File: src/rtl/vxm_pkg.sv
package vxm_pkg;

   // Width at which the recursion stops and the 2x2 cell is used.
   localparam int unsigned BASE_W = 2;

   function automatic bit is_pow2(input int unsigned v);
      return (v != 0) && ((v & (v - 1)) == 0);
   endfunction

   function automatic bit width_ok(input int unsigned v);
      return is_pow2(v) && (v >= BASE_W);
   endfunction

endpackage

File: src/rtl/vxm_half_add.sv
module vxm_half_add (
   input  logic x,
   input  logic y,
   output logic s,
   output logic c
);
   assign s = x ^ y;
   assign c = x & y;
endmodule

File: src/rtl/vxm_full_add.sv
module vxm_full_add (
   input  logic x,
   input  logic y,
   input  logic ci,
   output logic s,
   output logic co
);
   logic xy;
   assign xy = x ^ y;
   assign s  = xy ^ ci;
   assign co = (x & y) | (xy & ci);
endmodule

File: src/rtl/vxm_cell2.sv
// 2x2 base cell: one vertical AND, two crosswise ANDs folded by a half adder,
// and a second half adder merging the crosswise carry into the top AND.
module vxm_cell2 (
   input  logic [1:0] x,
   input  logic [1:0] y,
   output logic [3:0] z
);
   logic g00, g10, g01, g11;
   logic s1, k, s2, c2;

   assign g00 = x[0] & y[0];
   assign g10 = x[1] & y[0];
   assign g01 = x[0] & y[1];
   assign g11 = x[1] & y[1];

   vxm_half_add u_cross (
      .x (g10),
      .y (g01),
      .s (s1),
      .c (k)
   );

   vxm_half_add u_upper (
      .x (g11),
      .y (k),
      .s (s2),
      .c (c2)
   );

   assign z = {c2, s2, s1, g00};
endmodule

File: src/rtl/vxm_trunc_add.sv
// Ripple adder whose carry out of the top bit is never formed: callers
// guarantee the true sum fits in WIDTH bits.
module vxm_trunc_add #(
   parameter int unsigned WIDTH = 8
) (
   input  logic [WIDTH-1:0] x,
   input  logic [WIDTH-1:0] y,
   input  logic             cin,
   output logic [WIDTH-1:0] s
);
   logic [WIDTH-1:0] cy;

   assign cy[0] = cin;

   for (genvar i = 0; i < WIDTH; i++) begin : g_bit
      if (i < WIDTH - 1) begin : g_fa
         vxm_full_add u_fa (
            .x  (x[i]),
            .y  (y[i]),
            .ci (cy[i]),
            .s  (s[i]),
            .co (cy[i+1])
         );
      end else begin : g_top
         assign s[i] = x[i] ^ y[i] ^ cy[i];
      end
   end
endmodule

File: src/rtl/vxm_combine.sv
// Merges four S x S sub-products into one 4S-bit product:
//   ll + (lh + hl) << S + hh << 2S
// The lowest S bits of ll pass straight through; the upper 3S bits are
// reduced by a carry-save row and resolved by a truncating ripple adder.
module vxm_combine #(
   parameter int unsigned S = 2
) (
   input  logic [2*S-1:0] ll,
   input  logic [2*S-1:0] lh,
   input  logic [2*S-1:0] hl,
   input  logic [2*S-1:0] hh,
   output logic [4*S-1:0] p
);
   localparam int unsigned T = 3 * S;

   logic [T-1:0] opa, opb, opc;
   logic [T-1:0] sv, cv;
   logic [T-1:0] upper;

   assign opa = {hh, ll[2*S-1:S]};
   assign opb = {{S{1'b0}}, lh};
   assign opc = {{S{1'b0}}, hl};

   assign cv[0] = 1'b0;

   for (genvar i = 0; i < T; i++) begin : g_csa
      if (i < T - 1) begin : g_fa
         vxm_full_add u_fa (
            .x  (opa[i]),
            .y  (opb[i]),
            .ci (opc[i]),
            .s  (sv[i]),
            .co (cv[i+1])
         );
      end else begin : g_top
         assign sv[i] = opa[i] ^ opb[i] ^ opc[i];
      end
   end

   vxm_trunc_add #(.WIDTH(T)) u_final (
      .x   (sv),
      .y   (cv),
      .cin (1'b0),
      .s   (upper)
   );

   assign p = {upper, ll[S-1:0]};
endmodule

File: src/rtl/vxm_node.sv
// One level of the recursion: a W x W multiply built from four W/2 sub-nodes,
// or the 2x2 cell when W reaches the base width.
module vxm_node
   import vxm_pkg::*;
#(
   parameter int unsigned W = 4
) (
   input  logic [W-1:0]   a,
   input  logic [W-1:0]   b,
   output logic [2*W-1:0] p
);
   if (W == BASE_W) begin : g_leaf
      vxm_cell2 u_cell (
         .x (a),
         .y (b),
         .z (p)
      );
   end else begin : g_split
      localparam int unsigned H = W / 2;

      logic [2*H-1:0] ll, lh, hl, hh;

      vxm_node #(.W(H)) u_ll (.a(a[H-1:0]), .b(b[H-1:0]), .p(ll));
      vxm_node #(.W(H)) u_lh (.a(a[H-1:0]), .b(b[W-1:H]), .p(lh));
      vxm_node #(.W(H)) u_hl (.a(a[W-1:H]), .b(b[H-1:0]), .p(hl));
      vxm_node #(.W(H)) u_hh (.a(a[W-1:H]), .b(b[W-1:H]), .p(hh));

      vxm_combine #(.S(H)) u_comb (
         .ll (ll),
         .lh (lh),
         .hl (hl),
         .hh (hh),
         .p  (p)
      );
   end
endmodule

File: src/rtl/vxm_mult.sv
module vxm_mult
   import vxm_pkg::*;
#(
   parameter int unsigned W = 32
) (
   input  logic [W-1:0]   a,
   input  logic [W-1:0]   b,
   output logic [2*W-1:0] p
);
   if (!width_ok(W)) begin : g_bad_width
      $error("vxm_mult: W must be a power of two and at least 2");
   end

   vxm_node #(.W(W)) u_root (
      .a (a),
      .b (b),
      .p (p)
   );
endmodule

File: config.mk
export PLATFORM = sky130hd
export DESIGN_NAME = vxm_mult
export DESIGN_NICKNAME = d
export VERILOG_FILES = /design/src/rtl/vxm_pkg.sv /design/src/rtl/vxm_half_add.sv /design/src/rtl/vxm_full_add.sv /design/src/rtl/vxm_cell2.sv /design/src/rtl/vxm_trunc_add.sv /design/src/rtl/vxm_combine.sv /design/src/rtl/vxm_node.sv /design/src/rtl/vxm_mult.sv
export SDC_FILE = /design/constraint.sdc
export NUM_CORES = 2
export LEC_CHECK = 0
export BUFFER_PORTS_ARGS = -buffer_cell sky130_fd_sc_hd__clkbuf_2
export CAP_MARGIN = 0
export CORE_MARGIN = 5
export CORE_UTILIZATION = 45
export DETAILED_ROUTE_END_ITERATION = 16
export GPL_TIMING_DRIVEN = 0
export PLACE_DENSITY = 0.71
export SLEW_MARGIN = 0
export SYNTH_ARGS = -nofsm -noshare
export SYNTH_HDL_FRONTEND = slang
export SYNTH_SLANG_ARGS = --single-unit
export TNS_END_PERCENT = 5
File: constraint.sdc
create_clock -name vclk -period 54.5
set_clock_uncertainty 0.2 [all_clocks]
set_input_delay 8.175 -clock vclk [all_inputs]
set_output_delay 8.175 -clock vclk [all_outputs]
set_load 0.005 [all_outputs]
# --- Word level (Yosys, flattened, before mapping) ---
# Cells that the tools add are included.
# W data, S select, Z words.
word_totals:
  out_inout_bits: 64
  reg_bits: 0
  input_bits: 64
  wordCells: 6818
classes:
  bitwise_logic: 6818
op_table:
  columns: ["operator", "count"]
  rows:
  - ["$and A1 B1 Y1", 3441]
  - ["$xor A1 B1 Y1", 2502]
  - ["$or A1 B1 Y1", 875]

# --- Logic depth before layout (Yosys ltp) ---
depth:
  word_depth: 124
  depth_mapped: 85
  depth_no_buf: 84

# --- Cells and area by module ---
# A second synthesis with hierarchy kept.
hier_totals:
  hier_cells: 4240
  hier_area_um2: 50065.5
by_module_without_submodules:
  columns: ["module", "instances", "seq_area_each_um2", "cells_each", "area_per_inst_um2"]
  rows:
  - ["vxm_full_add", 1270, 0.0, 1, 20.0]
  - ["vxm_cell2", 256, 0.0, 8, 55.1]
  - ["vxm_half_add", 512, 0.0, 1, 12.5]
  - ["vxm_trunc_add", 85, 0.0, 1, 23.8]
  - ["vxm_combine (u_root.g_split.u_hh.g_split.u_hh.g_split.u_hh.g_split.u_comb ...)", 64, 0.0, 3, 18.8]
  - ["vxm_combine (u_root.g_split.u_hh.g_split.u_hh.g_split.u_comb ...)", 16, 0.0, 5, 33.8]
  - ["vxm_combine (u_root.g_split.u_hh.g_split.u_comb ...)", 4, 0.0, 9, 63.8]
  - ["vxm_combine (u_root.g_split.u_comb)", 1, 0.0, 17, 123.9]

# --- Worst setup path after synthesis ---
# OpenSTA, ideal clock, no wires.
synth_timing:
  path_kind: "input to output"
  from: "input b[0]"
  to: "output p[63]"
  path_slack_ns: 14.104
  arrival_ns: 32.021
  stages: 81
  n_path_buf: 1
  required_ns: 46.125
  path_cell_list: "clkbuf_1 > and2_1 > ha_1 > ha_1 > inv_1 > fa_1 > inv_1 > ha_1 > inv_1 > fa_1 > fa_1 > fa_1 > fa_1 > inv_1 > fa_1 > fa_1 > fa_1 > inv_1 > (+45 left out) > fa_1 > fa_1 > ha_1 > ha_1 > ha_1 > ha_1 > ha_1 > ha_1 > ha_1 > ha_1 > ha_1 > ha_1 > ha_1 > ha_1 > ha_1 > ha_1 > xnor3_1 > xnor2_1"
synth_between:
  elab_chain_cells: 124
  word_cells_on_any_way: 1223
  classes_between: "bitwise (1223)"
synth_rtl:
  columns: ["item", "line_no", "rtl"]
  rows:
  - ["start: declaration", "vxm_mult.sv:7", "input logic [W-1:0] b,"]
  - ["$and A1 B1 Y1 (2 in series)", null, null]
  - ["$and A1 B1 Y1 / $xor A1 B1 Y1 (equally long branches)", null, null]
  - ["$xor A1 B1 Y1", null, null]
  - ["$and A1 B1 Y1", null, null]
  - ["$or A1 B1 Y1", null, null]
  - ["$xor A1 B1 Y1 / $and A1 B1 Y1 (equally long branches)", null, null]
  - ["$and A1 B1 Y1", null, null]
  - ["$or A1 B1 Y1", null, null]
  - ["(+94 left out)", null, null]
  - ["$and A1 B1 Y1", null, null]
  - ["$or A1 B1 Y1", null, null]
  - ["$and A1 B1 Y1", null, null]
  - ["$or A1 B1 Y1", null, null]
  - ["$and A1 B1 Y1", null, null]
  - ["$or A1 B1 Y1 *", null, null]
  - ["$and A1 B1 Y1 * (14 in series)", null, null]
  - ["$xor A1 B1 Y1 *", null, null]
  - ["end: declaration", "vxm_mult.sv:8", "output logic [2*W-1:0] p"]
# Mark *: on every way between the ends. The rest lies on a longest branch, timed or not.

# --- Worst setup path in the final report ---
# Ends and elaborated chain as after synthesis.

==> impl_metrics.ini <==
[status]
status = finished, final reports clean

[worst_hold_path]
hp-class = in2out

[flow_run]
drv_cap = 0

[yosys]
synth_area_leaders = fa_1 46%, ha_1 22%, and2_1 14%
netlist_area_um2 = 37730
synthDominantAreaCellType = fa_1
synth_compound_area_share_pct = 0
synthMuxAreaShare_pct = 0
synth_cell_types = 12
syn_nets = 5556
synthSimpleGateAreaFrac_pct = 15.79
yosysWarnings = 0
netlist_instances = 3950
seq_area_frac_synth_pct = 0
synth_xor_area_share_pct = 1.986
synth_top_family_by_area = adder cells
synth-adder-area-share_pct = 68.54
avgSynthCellArea_um2 = 9.553
netlist.area_leader.share_pct = 46.42

[setup_path]
crit_path_top_delay_cell = clkbuf_1
max_stage_delay_ps = 620
critPathKind = in2out
crit_required_ps = 46120
cp_max_fo = 10
cp-start-kind = input pin
arrival_ps = 34330
cp_common_cell = fa_1
worst_setup_path_end_kind = output pin

[placement]
place_ws_ps = 11760
place_area_um2 = 39720
globalplace.congestion = 0.9452
port_buffers = 128
dp_hpwl_um = 94770

[sta]
slew_violations = 0
min_period_ps = 42700
rsz0062_at_grt = false
clock.fmax_mhz = 23.42
worst_pin_slew_ps = 1053
setup_viol = 0
hold_violations = 0
setup_ws_ps = 11800
whs_ps = 16800
final.setup.tns_ps = 0
fin_crit_sh_pct = 78.35
maxSlewHeadroom_pct = 29.81

[finish]
fillers = 7837
seq_cells = 0
final_layout_size_suffix_gt1_share_pct = 5.591
nClkBuffers = 0
nets = 5686
areaGrowthSynthToFinish_pct = 5.319
regArea_um2 = 0
stdcell_area_um2 = 39740

[die]
start_util_pct = 45.23
die-width_um = 299.6
io_pins = 128
die_height_um = 299.6
dieArea_um2 = 89740
num_rows = 106
core_um2 = 83420

[global_route]
grt_overflow = 0
grt_usage_pct = 24.39
grt_pass1_vias = 28649
grt_pass1_wl_um = 166600
antenna_found_initial = 12
grt_max_degree = 11

[cts]
post_cts_buffers = 0
ctsHoldBuffers = 0
cts-resized-gates = 0

[detailed_routing]
drc = 0
final_antenna_net_count = 0
wirelength_um = 107200
wl_met1_um = 42690
wire_per_inst_um = 20.76
via_per_inst = 5.056
top_layer = met5
drt_pass1_iterations = 5
drt_iter0_markers = 1509
met2_length_um = 51740
dr_total_vias = 26109
route.met3.wl_um = 7937
==> layout by cell type, fill, tap and decap left out <==
| cell | count |
|---|---|
| clkbuf_2 | 132 |
| and2_1 | 845 |
| clkbuf_1 | 155 |
| xnor3_1 | 1 |
| ha_1 | 667 |
| fa_1 | 875 |
| inv_1 | 1045 |
| xor2_1 | 52 |
| buf_2 | 33 |
| diode_2 | 6 |
| buf_4 | 63 |
| nand2_1 | 179 |
| xnor2_1 | 31 |
==> metal layers <==
metal,global-route usage [%],vias up
met2,42.14,868
met4,8.379,4
met1,31.58,13493
li1,-,11516
met3,3.455,228
met5,0,-
==> cell usage after synthesis <==
library cell	n
and2_1	845
buf_2	33
buf_4	63
clkbuf_1	155
clkbuf_2	4
fa_1	875
ha_1	667
inv_1	1045
nand2_1	179
xnor2_1	31
xnor3_1	1
xor2_1	52
==> cells by family (layout without fill, tap and decap cells) <==
kind of cell	after synthesis	after routing
and+or+nand+nor	1024	1024
other	0	6
xor gates and xnor gates	84	84
buffers and inverters	1300	1428
adders and majority gates	1542	1542
==> final timing paths <==
check	startpoint	to	cells past startpoint
max	b[0]	p[63]	83
min	a[2]	p[2]	5
==> stage by stage <==
| stage | util [%] | cells |
|---|---|---|
| after floorplan | - | 3950 |
| after global placement | 47.62 | 5158 |
| after detailed placement | 47.62 | 5158 |
| after CTS | 47.62 | 5158 |
| after global routing | 47.62 | 5160 |
| final | 47.64 | 5164 |
==> critical path: cells and delay by family <==
family | cells | cell delay (ps)
buf+inv | 11 | 1380
simple gates | 1 | 240
xor+xnor | 2 | 360
fa+ha+maj | 69 | 24130
==> layout make-up <==
| type | count | area, µm² | share of cell area [%] |
|---|---|---|---|
| repair buffers | 128 | 640.6 | 1.612 |
| plain buffers | 255 | 1240 | 3.120 |
| inverters | 1045 | 3923 | 9.871 |
| diodes | 6 | 15.01 | 0.03778 |
| well taps | 1080 | 1351 | 3.400 |
| multi-input cells | 2650 | 32570 | 81.96 |
